<file path="src/rtl/divtap_pkg.sv">
package divtap_pkg;

  localparam int CHAIN_STAGES = 15;
  localparam int RATE_BITS    = 4;
  localparam int CTL_BITS     = 3;

  // low codes reuse two mid-chain stages; higher codes map linearly
  localparam int ALIAS_ONE_TAP = 6;
  localparam int ALIAS_TWO_TAP = 7;
  localparam int LINEAR_OFFSET = 2;

  typedef enum logic [1:0] {
    CHAIN_OFF  = 2'd0,
    CHAIN_RUN  = 2'd1,
    CHAIN_HOLD = 2'd2
  } chain_mode_e;

  function automatic chain_mode_e decode_ctl(input logic [CTL_BITS-1:0] ctl);
    if (ctl[2:1] == 2'b11)
      return CHAIN_HOLD;
    else if (ctl == 3'b010)
      return CHAIN_RUN;
    else
      return CHAIN_OFF;
  endfunction

  // returns -1 when a code selects no stage
  function automatic int tap_for_code(input int code);
    if (code == 0)
      return -1;
    else if (code == 1)
      return ALIAS_ONE_TAP;
    else if (code == 2)
      return ALIAS_TWO_TAP;
    else
      return code - LINEAR_OFFSET;
  endfunction

endpackage

</file>
<file path="src/rtl/divtap_ctl_decode.sv">
module divtap_ctl_decode
  import divtap_pkg::*;
(
  input  logic [CTL_BITS-1:0] div_ctl,
  output chain_mode_e         mode
);

  always_comb begin
    mode = decode_ctl(div_ctl);
  end

endmodule

</file>
<file path="src/rtl/divtap_chain.sv">
module divtap_chain
  import divtap_pkg::*;
#(
  parameter int STAGES = CHAIN_STAGES
) (
  input  logic              clk,
  input  logic              rst_n,
  input  logic              osc_tick,
  input  chain_mode_e       mode,
  output logic [STAGES-1:0] count,
  output logic              wrap_tick
);

  localparam logic [STAGES-1:0] STEP = STAGES'(1);

  logic advance;

  assign advance = (mode == CHAIN_RUN) && osc_tick;

  always_ff @(posedge clk or negedge rst_n) begin
    if (!rst_n) begin
      count     <= '0;
      wrap_tick <= 1'b0;
    end else begin
      wrap_tick <= advance && (&count);
      unique case (mode)
        CHAIN_HOLD: count <= '0;
        CHAIN_RUN:  if (osc_tick) count <= count + STEP;
        default:    count <= count;
      endcase
    end
  end

endmodule

</file>
<file path="src/rtl/divtap_tap_mux.sv">
module divtap_tap_mux
  import divtap_pkg::*;
#(
  parameter int STAGES = CHAIN_STAGES,
  parameter int RATE_W = RATE_BITS
) (
  input  logic              clk,
  input  logic              rst_n,
  input  logic [STAGES-1:0] count,
  input  logic [RATE_W-1:0] rate_code,
  output logic              tap,
  output logic              code_new
);

  localparam int CODES = 1 << RATE_W;

  logic [RATE_W-1:0] code_q;
  logic [CODES-1:0]  lane;

  always_ff @(posedge clk or negedge rst_n) begin
    if (!rst_n) begin
      code_q   <= '0;
      code_new <= 1'b0;
    end else begin
      code_q   <= rate_code;
      code_new <= (rate_code != code_q);
    end
  end

  for (genvar c = 0; c < CODES; c++) begin : g_lane
    localparam int TAP_IDX = tap_for_code(c);
    if (TAP_IDX < 0 || TAP_IDX >= STAGES) begin : g_none
      assign lane[c] = 1'b0;
    end else begin : g_bit
      assign lane[c] = count[TAP_IDX];
    end
  end

  assign tap = lane[code_q];

endmodule

</file>
<file path="src/rtl/divtap_edge_gen.sv">
module divtap_edge_gen (
  input  logic clk,
  input  logic rst_n,
  input  logic tap,
  input  logic code_new,
  input  logic sqw_en,
  output logic sqw_out,
  output logic periodic_pulse
);

  logic tap_last;

  always_ff @(posedge clk or negedge rst_n) begin
    if (!rst_n)
      tap_last <= 1'b0;
    else
      tap_last <= tap;
  end

  // a level step from a code change is not an edge
  assign periodic_pulse = tap && !tap_last && !code_new;
  assign sqw_out        = sqw_en && tap;

endmodule

</file>
<file path="src/rtl/divtap_rate_sel.sv">
module divtap_rate_sel
  import divtap_pkg::*;
#(
  parameter int STAGES = CHAIN_STAGES,
  parameter int RATE_W = RATE_BITS
) (
  input  logic                clk,
  input  logic                rst_n,
  input  logic                osc_tick,
  input  logic [CTL_BITS-1:0] div_ctl,
  input  logic [RATE_W-1:0]   rate_code,
  input  logic                sqw_en,
  output logic                sqw_out,
  output logic                periodic_pulse,
  output logic                second_tick
);

  chain_mode_e       mode;
  logic [STAGES-1:0] count;
  logic              tap;
  logic              code_new;

  divtap_ctl_decode u_decode (
    .div_ctl (div_ctl),
    .mode    (mode)
  );

  divtap_chain #(.STAGES(STAGES)) u_chain (
    .clk       (clk),
    .rst_n     (rst_n),
    .osc_tick  (osc_tick),
    .mode      (mode),
    .count     (count),
    .wrap_tick (second_tick)
  );

  divtap_tap_mux #(.STAGES(STAGES), .RATE_W(RATE_W)) u_mux (
    .clk       (clk),
    .rst_n     (rst_n),
    .count     (count),
    .rate_code (rate_code),
    .tap       (tap),
    .code_new  (code_new)
  );

  divtap_edge_gen u_edge (
    .clk            (clk),
    .rst_n          (rst_n),
    .tap            (tap),
    .code_new       (code_new),
    .sqw_en         (sqw_en),
    .sqw_out        (sqw_out),
    .periodic_pulse (periodic_pulse)
  );

endmodule

</file>
<file path="config.mk">
export PLATFORM = sky130hd
export DESIGN_NAME = divtap_rate_sel
export DESIGN_NICKNAME = d
export VERILOG_FILES = /design/src/rtl/divtap_pkg.sv /design/src/rtl/divtap_ctl_decode.sv /design/src/rtl/divtap_chain.sv /design/src/rtl/divtap_tap_mux.sv /design/src/rtl/divtap_edge_gen.sv /design/src/rtl/divtap_rate_sel.sv
export SDC_FILE = /design/constraint.sdc
export NUM_CORES = 1
export LEC_CHECK = 0
export BUFFER_PORTS_ARGS = -buffer_cell sky130_fd_sc_hd__buf_2
export CAP_MARGIN = 20
export CORE_MARGIN = 4
export CORE_UTILIZATION = 60
export CTS_CLUSTER_DIAMETER = 100
export DETAILED_ROUTE_END_ITERATION = 10
export PLACE_DENSITY_LB_ADDON = 0.1
export SLEW_MARGIN = 40
export SYNTH_ARGS = -nofsm -noshare
export SYNTH_HDL_FRONTEND = slang
export SYNTH_SLANG_ARGS = --single-unit
</file>
<file path="constraint.sdc">
create_clock -name clk -period 2.3 [get_ports clk]
set_input_delay 0.23 -clock clk [delete_from_list [all_inputs] [get_ports clk]]
set_output_delay 0.23 -clock clk [all_outputs]
set_load 0.05 [all_outputs]
</file>
[Word level (Yosys, flattened, before mapping)]
Cells that the tools add are included.
Storage, ports and cells
  register bits: 22
  latch bits: 0
  RAM bits: 0
  bits in read-only memories: 0
  input bits: 11
  memories: 0
Operators by class
  $add $sub $neg: 1
  $mul: 0
  divide/modulo/power cells: 0
  magnitude comparators: 1
  equality and inequality tests: 6
  shift-type cells: 0
  mux-type cells: 6
  bitwise gates (word level): 0
  reduce and logical (&&, ||, !) cells: 10
Operators with widths (number)
  $pmux W15 S2: 1
  $add A15 B1 Y15 const B: 1
  $mux W15: 1
  $reduce_and A15 Y1: 1
  $logic_and A1 B1 Y1: 5
  $lt A4 B5 Y1 const B: 1
  $bmux W1 S4: 1
  $eq A2 B2 Y1 const B: 2
  $ne A4 B4 Y1: 1
  $eq A3 B2 Y1 const B: 1
  $eq A2 B1 Y1 const B: 1
  $logic_not A1 Y1: 2
  $mux W1: 2
  $mux W2: 1
  $ne A2 B2 Y1 const B: 1
  $reduce_and A2 Y1: 1
  $reduce_bool A2 Y1: 1

[Logic depth before layout (Yosys ltp)]
  depth in word-level cells: 6
  gate-level depth with buffers: 5
  gate-level depth less buffers: 5

[Hierarchy]
A second synthesis with hierarchy kept.
Second synthesis, totals
  cell total of the unflattened synthesis: 110
  area total of the unflattened synthesis: 1231.2 sq um
Modules (own cells, without submodules)
  divtap_chain: instances 1, cells each 85, area an instance 862.1 sq um, sequential area each 400.4 sq um
  divtap_tap_mux: instances 1, cells each 20, area an instance 306.5 sq um, sequential area each 125.1 sq um
  divtap_edge_gen: instances 1, cells each 3, area an instance 43.8 sq um, sequential area each 25.0 sq um
  divtap_ctl_decode: instances 1, cells each 2, area an instance 18.8 sq um, sequential area each 0.0 sq um

[Worst setup path after synthesis]
Ideal clock, no wire load.
  kind: register -> output
  start: reg u_mux.code_q[2]
  end: out periodic_pulse
  arrival: 1.771 ns
  required time: 2.070 ns
  slack: 0.299 ns
  cell stages (with the launch flop): 6
  path buffers: 1
  path through: dfrtp_1 clkbuf_1 inv_1 o32ai_1 nor2_1 o22ai_1
Between the ends
  longest elaborated chain between the ends: 4
RTL lines
  start: declaration: RTL line divtap_tap_mux.sv:17  | logic [RATE_W-1:0] code_q;
  start signal: assignment: RTL line divtap_tap_mux.sv:25  | code_q <= rate_code;
  $bmux W1 S4: RTL line divtap_tap_mux.sv:39  | assign tap = lane[code_q];
  $mux W1 (not written as such): RTL line divtap_tap_mux.sv:39
  $logic_and A1 B1 Y1 (2 in a row): RTL line divtap_edge_gen.sv:21  | assign periodic_pulse = tap && !tap_last && !code_new;
  end: declaration: RTL line divtap_rate_sel.sv:14  | output logic periodic_pulse,
Every way passes these cells. The select of a mux whose other input is x is not followed.

[Final worst setup path]
  start: reg u_mux.code_q[1]
  end: out sqw_out
Between the ends
  longest elaborated chain between the ends: 3
RTL lines
  $bmux W1 S4: RTL line divtap_tap_mux.sv:39
  $mux W1 (not written as such): RTL line divtap_tap_mux.sv:39
  $logic_and A1 B1 Y1: RTL line divtap_edge_gen.sv:22  | assign sqw_out = sqw_en && tap;
  end: declaration: RTL line divtap_rate_sel.sv:13  | output logic sqw_out,
Every way passes these cells. The select of a mux whose other input is x is not followed.

==> flow_summary.toml <==
[status]
status = "complete, no violations"

[global_routing]
grt_pass1_vias = 921
gr-usage-all-layers = 0.204
grt_pass1_wl_um = 4090
grt_max_degree = 23
antenna_found_initial = 0
grt_overflow = 0

[route]
topRoutingLayerUsed = "met4"
initialDrtViolationCount = 13
drt-total-wl_um = 2510
drc_errors = 0
via_per_inst = 6.12
dr_wl_met3_um = 59
wl_met2_um = 1260
vias = 954
drtPass1Iterations = 4
m1WireLength_um = 1150
wl_per_cell_um = 16.1
ant_nets = 0

[cells_and_area]
syn2layout_area_growth_pct = 9.45
drive_gt1_frac = 0.160
nets = 145
utilization = 0.716
insertedDiodeCount = 0

[sta]
drv_slew = 0
fmax_mhz = 454
hold_viol = 0
max_slew_margin = 0.653
fin_skew_ns = 0.00169
rsz0062_at_grt = "no"
setup_viol = 0
tightestPinTransition_ns = 0.520
tns_ns = 0
period_share = 0.958
timing.final.crit_period_ns = 2.20

[synth]
synth-seq-area-share = 0.467
synth_flop_cell = "dfrtp_1"
postSynthAreaPerCell_um2 = 9.99
synth_edf_count = 0
yosysUniqueCellTypes = 33
synth.cell_area_um2 = 1180
ys_ff_latch = 22
synthArstFlopShare = 1.00
synth_cells = 118
yosys_warnings = 0
synth_fp_nets = 130

[power]
total_power_uw = 634
switchingPower_uw = 155
power_frac_clock = 0.273
p_sw_frac = 0.245
power.density_nw_per_um2 = 492
power_frac_seq = 0.640
vdd_ir_drop_max_uv = 542
p_int_uw = 479
leakagePower_nw = 0.551
combPwrFrac = 0.088

[critical_path]
rr_worst_depth = 5
start_kind = "register"
endpoint_kind = "output port"
r2r-end = "u_chain.count[14]$_DFFE_PN0P_"
arrival_ns = 1.97
r2r-start = "u_chain.count[1]$_DFFE_PN0P_"
crit_buf_inv = 1
cpPeakStageDelay_ns = 0.54
critPathKind = "reg -> out"
crit_family = "multiplexers"
slowest_stage = "mux4_2"
required_ns = 2.07
crit_fanout = 7
rrSetupSlack_ns = 0.51
worstPathCellList = "mux4_2 -> o21ai_1 -> o22ai_1 -> buf_2"

[clock_tree]
cts_sinks = 22
clock_path_buffers = 2
clkLatencyLatePin_ns = 0.30
cts_tree = "done"
postCtsSetupBuffers = 0
clk_pin_slew_ns = 0.11
clockRootBuffer = "clkbuf_4"
htree_levels = 1
numCtsBuffers = 3

[min_path]
hold_class = "in -> reg"
hold_start = "rate_code[2]"
hold_end = "u_mux.code_q[2]$_DFF_PN0_"
hold-path-cell-count = 1

[place]
hpwl_um = 1740
gp_congestion = 0.835
io_buffers = 13

[floorplanning]
initial_core_util = 0.654
ios = 14
die-height_um = 52.3
num_rows = 15
dieArea_um2 = 2740
core_um2 = 1800
die-width_um = 52.3

[run]
drv_cap = 0
## synthesized netlist by cell type, drive strengths merged, types with 2 or more instances
master / instances / area (um^2)
nand2b: 2 / 12.5
nor2: 9 / 33.8
nand2: 10 / 37.5
buf: 2 / 10.0
or4: 4 / 30.0
or3: 4 / 25.0
a21oi: 6 / 30.0
mux2i: 5 / 50.1
xnor2: 6 / 52.6
nand3: 2 / 10.0
clkbuf: 2 / 7.51
xor2: 4 / 35.0
nand4: 5 / 31.3
o22ai: 2 / 12.5
and3: 3 / 18.8
o32ai: 2 / 17.5
o21ai: 8 / 40.0
o2111ai: 2 / 23.8
inv: 4 / 15.0
dfrtp: 22 / 551
o31ai: 3 / 22.5
## power groups by stage
stage / registers (mW) / logic (mW) / clock network, mW
final: 0.406 / 0.0555 / 0.173
after global routing: 0.408 / 0.0612 / 0.193
after CTS: 0.406 / 0.0557 / 0.180
after detailed placement: 0.413 / 0.0543 / 0
after global placement: 0.412 / 0.0515 / 0
after floorplan: 0.406 / 0.0345 / 0
## area by class of cell
type | count | area [um^2]
Multi-Input combinational cell | 88 | 596
Sequential cell | 22 | 551
Fill cell | 149 | 512
Timing Repair Buffer | 14 | 75.1
Tap cell | 25 | 31.3
Clock buffer | 3 | 22.5
Inverter | 4 | 15.0
## worst max path at each step
stage / endpoint / depth (start not counted) / start / slack, ns
floorplan: periodic_pulse / 5 / u_mux.code_q[2]$_DFF_PN0_ / 0.30
global placement: sqw_out / 4 / u_mux.code_q[1]$_DFF_PN0_ / 0.52
detailed placement: sqw_out / 4 / u_mux.code_q[1]$_DFF_PN0_ / 0.35
CTS: sqw_out / 4 / u_mux.code_q[1]$_DFF_PN0_ / 0.11
global route: sqw_out / 4 / u_mux.code_q[1]$_DFF_PN0_ / 0.02
finish: sqw_out / 4 / u_mux.code_q[1]$_DFF_PN0_ / 0.1
## per-layer routing
| layer | vias to the layer above | track usage |
|---|---|---|
| met4 | 0 | 0.0766 |
| met2 | 15 | 0.357 |
| met5 | - | 0 |
| li1 | 465 | - |
| met1 | 469 | 0.246 |
| met3 | 5 | 0.0370 |
## registers in the layout (all words and copies together) (netlist names)
| register | count |
|---|---|
| u_chain.count | 15 |
| u_chain.wrap_tick | 1 |
| u_edge.tap_last | 1 |
| u_mux.code_new | 1 |
| u_mux.code_q | 4 |
## timing repair
action | 4_1_cts | 5_1_grt
endpoints found under the hold margin | 22 | 0
hold buffers | 1 | 0
setup endpoints to repair | 1 | 0
gates resized for setup | 1 | 0
## layout by cell type (no fill, tap or decap), types with 3 or more instances in the layout
cell,n
or4_1,4
or3_1,4
xnor2_1,6
nand2_1,10
clkbuf_4,3
buf_2,13
nand4_1,5
inv_1,4
and3_1,3
nor2_1,9
a21oi_1,6
dfrtp_1,22
mux2i_1,5
o21ai_0,7
o31ai_1,3
xor2_1,4
## cells by family (layout without fill, tap and decap cells)
logic type               Yosys count  count (layout)  share of synthesized area
AND/OR/NAND/NOR                   44              44                      0.204
AO/OA/AOI/OAI                     26              26                      0.145
flip-flops                        22              22                      0.467
XOR/XNOR                          10              10                     0.0743
buffers and inverters              8              21                     0.0276
multiplexers                       7               7                     0.0711
adder cells (fa/ha/maj)            1               1                     0.0106
## through the flow
step | cell area, um^2 | hold slack (ns) | setup slack (ns) | std cells
floorplan | 1180 | -0.0656 | 0.299 | 118
global placement | 1260 | 0.215 | 0.518 | 152
detailed placement | 1260 | 0.223 | 0.352 | 152
CTS | 1290 | 0.0359 | 0.110 | 156
global route | 1290 | 0.0254 | 0.0206 | 156
finish | 1290 | 0.0442 | 0.0974 | 156
No activity file was read; power rests on OpenSTA's default activity.
